## src/rtl/tlb_tag_pkg.sv

```systemverilog
package tlb_tag_pkg;

  typedef enum logic [2:0] {
    INV_ALL     = 3'd0,
    INV_ASID    = 3'd1,
    INV_VA_ASID = 3'd2,
    INV_VA_ANY  = 3'd3,
    INV_VMID    = 3'd4
  } invOp_e;

  typedef struct packed {
    logic lkFire;
    logic refFire;
    logic invStart;
    logic sweepOn;
  } tlbStrobe_t;

endpackage

```

## src/rtl/tlb_tag_ctrl.sv

```systemverilog
module tlb_tag_ctrl
  import tlb_tag_pkg::*;
#(
  parameter int ENTRIES   = 8,
  parameter bit IS_STAGE2 = 1'b0,
  localparam int IDX_W    = (ENTRIES > 1) ? $clog2(ENTRIES) : 1
) (
  input  logic               clk,
  input  logic               rstN,
  input  logic               lkValid,
  input  logic               refValid,
  input  logic               invValid,
  input  logic [2:0]         invOp,
  input  logic               invHypMode,
  input  logic               invSecure,
  input  logic [ENTRIES-1:0] validVec,
  output logic               lkReady,
  output logic               refReady,
  output logic               invReady,
  output logic               busy,
  output logic [IDX_W-1:0]   sweepIdx,
  output logic [IDX_W-1:0]   refIdx,
  output logic               fwdAllValid,
  output logic               fwdAllSecure,
  output tlbStrobe_t         strb
);

  localparam logic [IDX_W-1:0] LAST_IDX = IDX_W'(ENTRIES - 1);

  logic [IDX_W-1:0] rrPtr;
  logic [IDX_W-1:0] firstFree;
  logic             anyFree;

  assign invReady = !busy;
  assign refReady = !busy && !invValid;
  assign lkReady  = !busy && !invValid && !refValid;

  assign strb.invStart = invValid && invReady;
  assign strb.refFire  = refValid && refReady;
  assign strb.lkFire   = lkValid && lkReady;
  assign strb.sweepOn  = busy;

  always_comb begin
    firstFree = '0;
    for (int i = ENTRIES - 1; i >= 0; i--) begin
      if (!validVec[i]) firstFree = IDX_W'(i);
    end
  end

  assign anyFree = !(&validVec);
  assign refIdx  = anyFree ? firstFree : rrPtr;

  always_ff @(posedge clk or negedge rstN) begin
    if (!rstN) begin
      busy     <= 1'b0;
      sweepIdx <= '0;
    end else if (strb.invStart) begin
      busy     <= 1'b1;
      sweepIdx <= '0;
    end else if (busy) begin
      if (sweepIdx == LAST_IDX) busy <= 1'b0;
      else sweepIdx <= sweepIdx + IDX_W'(1);
    end
  end

  always_ff @(posedge clk or negedge rstN) begin
    if (!rstN) begin
      rrPtr <= '0;
    end else if (strb.refFire && !anyFree) begin
      rrPtr <= (rrPtr == LAST_IDX) ? '0 : rrPtr + IDX_W'(1);
    end
  end

  always_ff @(posedge clk or negedge rstN) begin
    if (!rstN) begin
      fwdAllValid  <= 1'b0;
      fwdAllSecure <= 1'b0;
    end else begin
      fwdAllValid <= strb.invStart && (invOp_e'(invOp) == INV_ALL)
                     && invHypMode && !IS_STAGE2;
      if (strb.invStart) fwdAllSecure <= invSecure;
    end
  end

  // one acceptance per cycle
  p_one_accept_r11: assert property (@(posedge clk) disable iff (!rstN)
    $onehot0({strb.lkFire, strb.refFire, strb.invStart}));

  // sweep holds every channel off
  p_busy_stall_r8: assert property (@(posedge clk) disable iff (!rstN)
    busy |-> (!lkReady && !refReady && !invReady));

  // sweep ends after the last slot
  p_sweep_end_r8: assert property (@(posedge clk) disable iff (!rstN)
    (busy && sweepIdx == LAST_IDX) |=> !busy);

  // forward strobe lasts one cycle
  p_fwd_pulse_r9: assert property (@(posedge clk) disable iff (!rstN)
    fwdAllValid |=> !fwdAllValid);

endmodule

```

## src/rtl/tlb_tag_store.sv

```systemverilog
module tlb_tag_store
  import tlb_tag_pkg::*;
#(
  parameter int ENTRIES   = 8,
  parameter int VPN_W     = 20,
  parameter int PPN_W     = 20,
  parameter int ASID_W    = 8,
  parameter int VMID_W    = 8,
  parameter int MRU_LIMIT = 2,
  localparam int IDX_W    = (ENTRIES > 1) ? $clog2(ENTRIES) : 1
) (
  input  logic               clk,
  input  logic               rstN,
  input  tlbStrobe_t         strb,
  input  logic [IDX_W-1:0]   sweepIdx,
  input  logic [IDX_W-1:0]   refIdx,
  input  logic [VPN_W-1:0]   lkVpn,
  input  logic [ASID_W-1:0]  lkAsid,
  input  logic [VMID_W-1:0]  lkVmid,
  input  logic               lkHyp,
  input  logic               lkSecure,
  input  logic [1:0]         lkLevel,
  input  logic               lkHost,
  input  logic               lkIgnoreAsid,
  input  logic               lkProbe,
  input  logic [VPN_W-1:0]   refVpn,
  input  logic [PPN_W-1:0]   refPpn,
  input  logic [ASID_W-1:0]  refAsid,
  input  logic [VMID_W-1:0]  refVmid,
  input  logic               refNs,
  input  logic               refHyp,
  input  logic [1:0]         refLevel,
  input  logic               refHost,
  input  logic [2:0]         invOp,
  input  logic [VPN_W-1:0]   invVpn,
  input  logic [ASID_W-1:0]  invAsid,
  input  logic [VMID_W-1:0]  invVmid,
  input  logic               invSecure,
  input  logic [1:0]         invLevel,
  input  logic               invHost,
  input  logic               invIgnoreLevel,
  output logic [ENTRIES-1:0] validVec,
  output logic               rspValid,
  output logic               rspHit,
  output logic [PPN_W-1:0]   rspPpn,
  output logic [IDX_W-1:0]   rspIdx
);

  typedef struct packed {
    logic              valid;
    logic [VPN_W-1:0]  vpn;
    logic [PPN_W-1:0]  ppn;
    logic [ASID_W-1:0] asid;
    logic [VMID_W-1:0] vmid;
    logic              ns;
    logic              hyp;
    logic [1:0]        level;
    logic              host;
  } slot_t;

  slot_t ent [ENTRIES];

  // latched invalidation command
  logic [2:0]        cOp;
  logic [VPN_W-1:0]  cVpn;
  logic [ASID_W-1:0] cAsid;
  logic [VMID_W-1:0] cVmid;
  logic              cSecure;
  logic [1:0]        cLevel;
  logic              cHost;
  logic              cIgnLvl;

  logic [ENTRIES-1:0] lkMatch;
  logic [ENTRIES-1:0] invMatch;
  logic               lkAny;
  logic [IDX_W-1:0]   lkIdx;
  logic               doPromote;

  for (genvar g = 0; g < ENTRIES; g++) begin : g_slot
    logic secOk, vmOk, lvlOk, vaOk;
    assign validVec[g] = ent[g].valid;

    assign lkMatch[g] = ent[g].valid && (ent[g].vpn == lkVpn)
                        && (lkIgnoreAsid || ent[g].asid == lkAsid)
                        && (ent[g].vmid == lkVmid) && (ent[g].hyp == lkHyp)
                        && (ent[g].ns == !lkSecure)
                        && (ent[g].level == lkLevel) && (ent[g].host == lkHost);

    assign secOk = ent[g].ns == !cSecure;
    assign vmOk  = (ent[g].vmid == cVmid) || cSecure;
    assign lvlOk = (ent[g].level == cLevel) && (ent[g].host == cHost);
    assign vaOk  = (ent[g].vpn == cVpn) && (ent[g].vmid == cVmid)
                   && (ent[g].hyp == (cLevel == 2'd2)) && secOk && lvlOk;

    always_comb begin
      case (invOp_e'(cOp))
        INV_ALL:     invMatch[g] = ent[g].valid && secOk && vmOk && (cIgnLvl || lvlOk);
        INV_ASID:    invMatch[g] = ent[g].valid && secOk && vmOk && lvlOk
                                   && (ent[g].asid == cAsid);
        INV_VA_ASID: invMatch[g] = ent[g].valid && vaOk && (ent[g].asid == cAsid);
        INV_VA_ANY:  invMatch[g] = ent[g].valid && vaOk;
        INV_VMID:    invMatch[g] = ent[g].valid && secOk && (ent[g].vmid == cVmid);
        default:     invMatch[g] = 1'b0;
      endcase
    end
  end

  // lowest matching index wins
  always_comb begin
    lkAny = 1'b0;
    lkIdx = '0;
    for (int i = ENTRIES - 1; i >= 0; i--) begin
      if (lkMatch[i]) begin
        lkAny = 1'b1;
        lkIdx = IDX_W'(i);
      end
    end
  end

  assign doPromote = strb.lkFire && lkAny && !lkProbe && (lkIdx > IDX_W'(MRU_LIMIT));

  always_ff @(posedge clk or negedge rstN) begin
    if (!rstN) begin
      cOp <= '0; cVpn <= '0; cAsid <= '0; cVmid <= '0;
      cSecure <= 1'b0; cLevel <= '0; cHost <= 1'b0; cIgnLvl <= 1'b0;
    end else if (strb.invStart) begin
      cOp <= invOp; cVpn <= invVpn; cAsid <= invAsid; cVmid <= invVmid;
      cSecure <= invSecure; cLevel <= invLevel; cHost <= invHost;
      cIgnLvl <= invIgnoreLevel;
    end
  end

  always_ff @(posedge clk or negedge rstN) begin
    if (!rstN) begin
      for (int i = 0; i < ENTRIES; i++) ent[i] <= '0;
    end else if (strb.refFire) begin
      ent[refIdx] <= '{valid: 1'b1, vpn: refVpn, ppn: refPpn, asid: refAsid,
                       vmid: refVmid, ns: refNs, hyp: refHyp,
                       level: refLevel, host: refHost};
    end else if (doPromote) begin
      for (int i = 0; i < ENTRIES; i++) begin
        if (i == 0) ent[0] <= ent[lkIdx];
        else if (IDX_W'(i) <= lkIdx) ent[i] <= ent[i-1];
      end
    end else if (strb.sweepOn && invMatch[sweepIdx]) begin
      ent[sweepIdx].valid <= 1'b0;
    end
  end

  always_ff @(posedge clk or negedge rstN) begin
    if (!rstN) begin
      rspValid <= 1'b0;
      rspHit   <= 1'b0;
      rspPpn   <= '0;
      rspIdx   <= '0;
    end else begin
      rspValid <= strb.lkFire;
      if (strb.lkFire) begin
        rspHit <= lkAny;
        rspPpn <= lkAny ? ent[lkIdx].ppn : '0;
        rspIdx <= lkIdx;
      end
    end
  end

  // response exactly one cycle after acceptance
  p_rsp_timing_r2: assert property (@(posedge clk) disable iff (!rstN)
    strb.lkFire |=> rspValid);
  p_rsp_quiet_r2: assert property (@(posedge clk) disable iff (!rstN)
    !strb.lkFire |=> !rspValid);

  // promoted slot lands at the front
  p_promote_front_r3: assert property (@(posedge clk) disable iff (!rstN)
    doPromote |=> (ent[0].valid && ent[0].vpn == $past(lkVpn)));

  // a swept matching slot is gone afterwards
  p_sweep_clear_r6: assert property (@(posedge clk) disable iff (!rstN)
    (strb.sweepOn && invMatch[sweepIdx]) |=> !ent[$past(sweepIdx)].valid);

  // refilled slot becomes valid
  p_refill_valid_r10: assert property (@(posedge clk) disable iff (!rstN)
    strb.refFire |=> ent[$past(refIdx)].valid);

endmodule

```

## src/rtl/tlb_tagged.sv

```systemverilog
module tlb_tagged
  import tlb_tag_pkg::*;
#(
  parameter int ENTRIES   = 8,
  parameter int VPN_W     = 20,
  parameter int PPN_W     = 20,
  parameter int ASID_W    = 8,
  parameter int VMID_W    = 8,
  parameter int MRU_LIMIT = 2,
  parameter bit IS_STAGE2 = 1'b0,
  localparam int IDX_W    = (ENTRIES > 1) ? $clog2(ENTRIES) : 1
) (
  input  logic              clk,
  input  logic              rstN,
  input  logic              lkValid,
  output logic              lkReady,
  input  logic [VPN_W-1:0]  lkVpn,
  input  logic [ASID_W-1:0] lkAsid,
  input  logic [VMID_W-1:0] lkVmid,
  input  logic              lkHyp,
  input  logic              lkSecure,
  input  logic [1:0]        lkLevel,
  input  logic              lkHost,
  input  logic              lkIgnoreAsid,
  input  logic              lkProbe,
  output logic              rspValid,
  output logic              rspHit,
  output logic [PPN_W-1:0]  rspPpn,
  output logic [IDX_W-1:0]  rspIdx,
  input  logic              refValid,
  output logic              refReady,
  input  logic [VPN_W-1:0]  refVpn,
  input  logic [PPN_W-1:0]  refPpn,
  input  logic [ASID_W-1:0] refAsid,
  input  logic [VMID_W-1:0] refVmid,
  input  logic              refNs,
  input  logic              refHyp,
  input  logic [1:0]        refLevel,
  input  logic              refHost,
  input  logic              invValid,
  output logic              invReady,
  input  logic [2:0]        invOp,
  input  logic [VPN_W-1:0]  invVpn,
  input  logic [ASID_W-1:0] invAsid,
  input  logic [VMID_W-1:0] invVmid,
  input  logic              invSecure,
  input  logic [1:0]        invLevel,
  input  logic              invHost,
  input  logic              invIgnoreLevel,
  input  logic              invHypMode,
  output logic              invBusy,
  output logic              fwdAllValid,
  output logic              fwdAllSecure
);

  tlbStrobe_t         strb;
  logic [IDX_W-1:0]   sweepIdx;
  logic [IDX_W-1:0]   refIdx;
  logic [ENTRIES-1:0] validVec;

  tlb_tag_ctrl #(.ENTRIES(ENTRIES), .IS_STAGE2(IS_STAGE2)) u_ctrl (
    .clk(clk), .rstN(rstN),
    .lkValid(lkValid), .refValid(refValid), .invValid(invValid),
    .invOp(invOp), .invHypMode(invHypMode), .invSecure(invSecure),
    .validVec(validVec),
    .lkReady(lkReady), .refReady(refReady), .invReady(invReady),
    .busy(invBusy), .sweepIdx(sweepIdx), .refIdx(refIdx),
    .fwdAllValid(fwdAllValid), .fwdAllSecure(fwdAllSecure),
    .strb(strb)
  );

  tlb_tag_store #(
    .ENTRIES(ENTRIES), .VPN_W(VPN_W), .PPN_W(PPN_W), .ASID_W(ASID_W),
    .VMID_W(VMID_W), .MRU_LIMIT(MRU_LIMIT)
  ) u_store (
    .clk(clk), .rstN(rstN), .strb(strb), .sweepIdx(sweepIdx), .refIdx(refIdx),
    .lkVpn(lkVpn), .lkAsid(lkAsid), .lkVmid(lkVmid), .lkHyp(lkHyp),
    .lkSecure(lkSecure), .lkLevel(lkLevel), .lkHost(lkHost),
    .lkIgnoreAsid(lkIgnoreAsid), .lkProbe(lkProbe),
    .refVpn(refVpn), .refPpn(refPpn), .refAsid(refAsid), .refVmid(refVmid),
    .refNs(refNs), .refHyp(refHyp), .refLevel(refLevel), .refHost(refHost),
    .invOp(invOp), .invVpn(invVpn), .invAsid(invAsid), .invVmid(invVmid),
    .invSecure(invSecure), .invLevel(invLevel), .invHost(invHost),
    .invIgnoreLevel(invIgnoreLevel),
    .validVec(validVec),
    .rspValid(rspValid), .rspHit(rspHit), .rspPpn(rspPpn), .rspIdx(rspIdx)
  );

endmodule

```

## config.mk

```make
export PLATFORM = sky130hd
export DESIGN_NAME = tlb_tagged
export DESIGN_NICKNAME = d
export VERILOG_FILES = /design/src/rtl/tlb_tag_pkg.sv /design/src/rtl/tlb_tag_ctrl.sv /design/src/rtl/tlb_tag_store.sv /design/src/rtl/tlb_tagged.sv
export SDC_FILE = /design/constraint.sdc
export NUM_CORES = 2
export LEC_CHECK = 0
export BUFFER_PORTS_ARGS = -buffer_cell sky130_fd_sc_hd__buf_2
export CAP_MARGIN = 20
export CORE_MARGIN = 2
export CORE_UTILIZATION = 25
export CTS_CLUSTER_SIZE = 12
export DETAILED_ROUTE_END_ITERATION = 10
export HOLD_SLACK_MARGIN = 0.1
export RECOVER_POWER = 100
export SLEW_MARGIN = 10
export SYNTH_ARGS = -nofsm -noshare
export SYNTH_HDL_FRONTEND = slang
export SYNTH_HIERARCHICAL = 1
export SYNTH_SLANG_ARGS = --single-unit
```

## constraint.sdc

```tcl
create_clock -name clk -period 4.8 [get_ports clk]
set_input_delay 0.96 -clock clk [delete_from_list [all_inputs] [get_ports clk]]
set_output_delay 0.96 -clock clk [all_outputs]
set_load 0.02 [all_outputs]
```

Word level (Yosys, flattened, before mapping)
Index checks and enable logic that the tools add are counted.

word-level totals
  bits in read-only memories = 0
  RAM bits = 0
  word-level logic and storage cells = 513
  bits in latches = 0
  input bits = 154
  bits in registers = 573
  output and inout bits = 31
  memories = 0

cells by class
  multipliers = 0
  reduce and logical (&&, ||, !) cells = 217
  equal/unequal tests = 127
  divide/modulo/power cells = 0
  order comparisons = 14
  bitwise gates (word level) = 3
  muxes and demuxes = 62
  $add $sub $neg = 2
  shifts and indexed selects = 0

operators by type and width
  kind                                                         count
  2-to-1 mux 496 bit                                           3
  bitwise mux 496 bit                                          2
  2-to-1 mux 62 bit                                            11
  demux 62 bit (select 3 bit)                                  2
  == test 20 bit                                               16
  == test 8 bit                                                32
  binary-select mux 62 bit (select 3 bit)                      1
  logical AND 1 bit                                            174
  2-to-1 mux 3 bit                                             21
  == test 1 bit                                                48
  one-hot mux 1 bit (5 select lines)                           8
  == test 2 bit                                                16
  logical OR 1 bit                                             24
  inequality test 3 bit (second input constant)                7
  2-to-1 mux 20 bit                                            1
  AND reduction 2 bit                                          8
  greater-or-equal comparator 4 bit (second input constant)    3
  less-or-equal comparator 3 bit (first input constant)        4
  2-to-1 mux 1 bit                                             12
  NOT 3 -> 4 bit                                               3
  == test 3 bit (second input constant)                        3
  less-than comparator 4 x 1 -> 1 bit (second input constant)  2
  AND reduction 8 bit                                          1
  adder 3 x 1 -> 3 bit (second input constant)                 2
  13 further kinds                                             21

Logic depth before layout (Yosys ltp)
  depth after elaboration = 22
  gate-level depth with buffers = 14
  gate-level depth less buffers = 10

By module
Netlist, hierarchy kept.

modules (own cells, without submodules)
  module         cells an instance  area each (µm²)  times used  sequential area each (µm²)
  tlb_tag_store  3971               36521.3          1           14138.6
  tlb_tag_ctrl   53                 548.0            1           225.2

Worst setup path after synthesis
Ideal clock, no wire load.

  path type = input port to flip-flop
  from = in lkVmid[3]
  to = reg u_store/ent[442] (netlist name)
  buffers on the path = 3
  required time = 4.674 ns
  cell stages on the path = 11
  setup slack = 0.787 ns
  data arrival time = 3.887 ns
  library setup time = 0.126 ns
  path through = buf_2 -> xor2_1 -> or4_1 -> or4b_1 -> nor3_2 -> nand4_4 -> a31o_1 -> and3_1 -> buf_2 -> buf_2 -> a221o_1

on the way
  longest elaborated chain between the ends = 20
  elaborated cells between the ends (all ways) = 75
  classes of those cells = 1 x order compare; 8 x eq/ne; 21 x mux; 1 x bitwise; 44 x reduce/logical

RTL lines
  element                                               RTL line              source
  from (decl)                                           tlb_tagged.sv:19      input logic [VMID_W-1:0] lkVmid,
  == test 8 bit                                         tlb_tag_store.sv:85   && (ent[g].vmid == lkVmid) && (ent[g].hyp == lkHyp)
  logical AND 1 bit (2 in a row)                        tlb_tag_store.sv:85
  logical AND 1 bit                                     tlb_tag_store.sv:86   && (ent[g].ns == !lkSecure)
  logical AND 1 bit (2 in a row)                        tlb_tag_store.sv:87   && (ent[g].level == lkLevel) && (ent[g].host == lkHost);
  2-to-1 mux 3 bit (8 in a row)                         tlb_tag_store.sv:113  if (lkMatch[i]) begin
  NOT 3 -> 4 bit (not written as such)                  tlb_tag_store.sv:142  if (i == 0) ent[0] <= ent[lkIdx];
  binary-select mux 62 bit (select 3 bit)               tlb_tag_store.sv:142
  2-to-1 mux 62 bit (not written as such) (2 in a row)  tlb_tag_store.sv:142
  2-to-1 mux 496 bit                                    tlb_tag_store.sv:140  end else if (doPromote) begin
  2-to-1 mux 496 bit                                    tlb_tag_store.sv:136  end else if (strb.refFire) begin
  to (signal, indexed assignment)                       tlb_tag_store.sv:137  ent[refIdx] <= '{valid: 1'b1, vpn: refVpn, ppn: refPpn, asid: refAsid,
  to (signal, indexed assignment)                       tlb_tag_store.sv:143  else if (IDX_W'(i) <= lkIdx) ent[i] <= ent[i-1];
  to (decl)                                             tlb_tag_store.sv:61   slot_t ent [ENTRIES];

Parallel ways exist; a longest one is shown, timed or not. The select of a mux whose other input is x is not followed.
A chain may end at the register's enable or synchronous reset.

Worst setup path in the final report
  from = reg u_store/ent[52] (netlist name)
  to = reg u_store/ent[1] (netlist name)

on the way
  longest elaborated chain between the ends = 21
  elaborated cells between the ends (all ways) = 45
  classes of those cells = 2 x order compare; 3 x eq/ne; 21 x mux; 19 x reduce/logical

RTL lines
  element
  parallel branches: the longest is 21 deep, another holds == test 20 bit

Several ways; the timed one is not identified. The select of a mux whose other input is x is not followed.

==> impl_metrics.tcl <==
set metrics [dict create \
    wl_per_cell_um 31.9 \
    critical_path.endpoint "u_store/ent[1]" \
    hold_violations 0 \
    swShare_pct 45.0 \
    clock_sinks 574 \
    grt_overflow 0 \
    synthesis.area_sq_um 37100 \
    worstHoldStart "invOp[0]" \
    io_buffers 184 \
    nets 4338 \
    dpl.hpwl_um 147000 \
    crit_type "reg2reg" \
    finalWirelength_um 196000 \
    ys_seq_area_share_pct 38.7 \
    power.density_nw_per_um2 506 \
    cts_tree "built" \
    vdd_drop_max_mv 0.474 \
    synthFlopType "dfrtp_1" \
    vias 35300 \
    ys_ff_latch 574 \
    grt_usage_pct 25.3 \
    max_slew_margin_pct -116 \
    cts-root-buf "clkbuf_16" \
    power.leakage_nw 19.4 \
    ctsResizeCount 0 \
    vias_per_cell 5.72 \
    cp-start-kind "flip-flop" \
    grt_pass1_wl_um 274000 \
    drive_above_1_share_pct 16.1 \
    maxCapViolCount 5 \
    syn_inst 4024 \
    drtIter0Drc 4381 \
    regArea_sq_um 14400 \
    synthesis.nets 4182 \
    cp_max_fo 22 \
    drc 0 \
    synth_edf_count 0 \
    reg2reg_depth 12 \
    rows 141 \
    total_power_mw 22.3 \
    synthTopCellsByCount "nand2_1, dfrtp_1, a22o_1" \
    fin_crit_sh_pct 93.8 \
    tns_ns 0 \
    yosys_warnings 6 \
    hold_class "in2reg" \
    clk_pin_slew_ns 0.06 \
    die_x_um 389 \
    reg2reg_from "u_store/ent[52]" \
    grt_pass1_vias 34200 \
    yosysTopAreaCell "dfrtp_1" \
    multiInputGateArea_sq_um 21000 \
    core-area_sq_um 147000 \
    start_util_pct 25.1 \
    crit_start "u_store/ent[52]" \
    drv_slew 193 \
    ys_top_cells_by_area "dfrtp_1, a22o_1, xor2_1" \
    ios 185 \
    fmax_mhz 222 \
    first_pass_iters 7 \
    yosysUniqueCellTypes 85 \
    clk_latency_ns 0.70 \
    period_needed_ns 4.50 \
    htree_levels 3 \
    clockPowerShare_pct 25.3 \
    route.antenna.remaining_nets 0 \
    post_cts_buffers 0 \
    syn_area_per_cell_sq_um 9.21 \
    place_area_sq_um 41900 \
    violations "capacitance limit, slew limit" \
    die_area_sq_um 151000 \
    die_h_um 389 \
    synthArstFlopShare_pct 100 \
    rsz0062_at_grt "false" \
    switchingPower_mw 10.0 \
    tightest_slew_ns 3.24 \
    grt_max_degree 134 \
    numCtsBuffers 72 \
    crit_path_end_kind "flip-flop" \
    yosysMostFrequentCell "nand2_1" \
    cp.arrival_ns 5.11 \
    fill_cells 15500 \
    rrSetupSlack_ns 0.30 \
    antenna_found_initial 25 \
    pwr-share-seq_pct 37.0 \
    comb_power_share_pct 37.7 \
    syn2layout_area_growth_pct 19.0 \
    cts_hold_buf 0 \
    reg2reg_to "u_store/ent[1]" \
    finalClockSkew_ns 0.0363 \
    yosysTopAreaCellShare_pct 38.7 \
    finalSetupViolCount 0 \
    final_area_sq_um 44100 \
    outcome "finished with violations" \
    gp_routability_congestion 1.05 \
    clk_path_buf_depth 3 \
    crit_required_ns 5.41 \
    p_int_mw 12.3 \
]
[per-layer routing]
layer  share of wire [%]  track usage (%)  vias up
li1                    -                -    14900
met4                 4.9             10.5       20
met3                 9.8             6.42      392
met2                  44             38.7     2150
met5               0.071                0        -
met1                  41             33.8    17800
[cell type report]
class	count	area share (%)
Clock inverter	29	0.698
Clock buffer	98	4.69
Multi-Input combinational cell	3024	47.5
Sequential cell	574	32.6
Tap cell	1930	5.48
Timing Repair Buffer	483	8.78
Inverter	25	0.213
Antenna cell	2	0.0114
[stage by stage]
stage / hold slack (ns) / utilization [%] / instances / setup slack (ns)
3_5_place_dp: 0.485 / 28.4 / 6036 / 0.178
5_1_grt: 0.468 / 29.9 / 6165 / 0.241
6_report: 0.477 / 29.9 / 6165 / 0.300
4_1_cts: 0.154 / 30.0 / 6163 / 0.710
3_3_place_gp: 0.480 / 28.4 / 6036 / -0.00847
2_1_floorplan: 0.465 / - / 4024 / 0.787
[cells by family (layout without fill, tap and decap cells)]
family | count (synthesis) | in the layout | share of synthesized area (%)
other | 0 | 2 | 0
adder cells (fa/ha/maj) | 4 | 4 | 0.135
XOR/XNOR | 648 | 648 | 15.3
AND/OR/NAND/NOR | 1202 | 1202 | 15.6
flip-flops | 574 | 574 | 38.7
AO/OA/AOI/OAI | 1081 | 1081 | 22.5
buffers and inverters | 426 | 635 | 5.09
multiplexers | 89 | 89 | 2.63
[critical path, stage by stage (launching register included)]
cell	delay (ns)
dfrtp_1	0.45
xnor2_1	0.21
buf_4	0.18
nand4_1	0.16
or4_1	0.61
or4_1	0.70
and4b_4	0.30
a2111oi_4	0.27
clkbuf_1	0.54
buf_12	0.33
clkbuf_1	0.33
a22o_1	0.20
a22o_1	0.12
[power by group through the flow]
stage	combinational (mW)	sequential, mW	clock, mW
after floorplan	5.18	7.06	0
after CTS	8.29	8.16	5.72
after global routing	8.86	8.35	5.89
final	8.42	8.26	5.64
after detailed placement	8.24	8.23	0
after global placement	8.23	8.21	0
[cells in the final DEF, fill, tap and decap left out, drive strengths merged, types with 17 or more instances in the layout]
master	n
buf	423
nand3	32
a22o	427
a21oi	85
a221oi	21
clkbuf	158
a21o	24
and2	49
dfrtp	574
nor3	29
nor2	85
nor4	153
clkinv	17
o22ai	23
inv	29
nor3b	19
nand2	658
mux2i	41
a211oi	46
xor2	423
nand2b	27
nand4	79
xnor2	225
a22oi	245
mux2	47
a31o	39
o21ai	104
[worst min-delay path by stage]
stage                                    end  slack [ns]  cells after the start
after detailed placement     u_store/ent[86]        0.49                      2
after global routing      u_ctrl/fwdAllValid        0.47                      2
after global placement       u_store/ent[96]        0.48                      2
after floorplan             u_store/ent[350]        0.46                      2
after CTS                 u_store/rspPpn[15]        0.15                      1
final                     u_ctrl/fwdAllValid        0.48                      2
[registers in the layout (all words and copies together) (netlist names), 2 cells and up]
name / flops
u_store/ent: 488
u_store/cVpn: 20
u_store/rspPpn: 20
u_store/cAsid: 8
u_store/cVmid: 8
u_store/validVec: 8
u_ctrl/rrPtr: 3
u_ctrl/sweepIdx: 3
u_store/cOp: 3
u_store/rspIdx: 3
u_store/cLevel: 2
No activity file was read; power rests on OpenSTA's default activity.
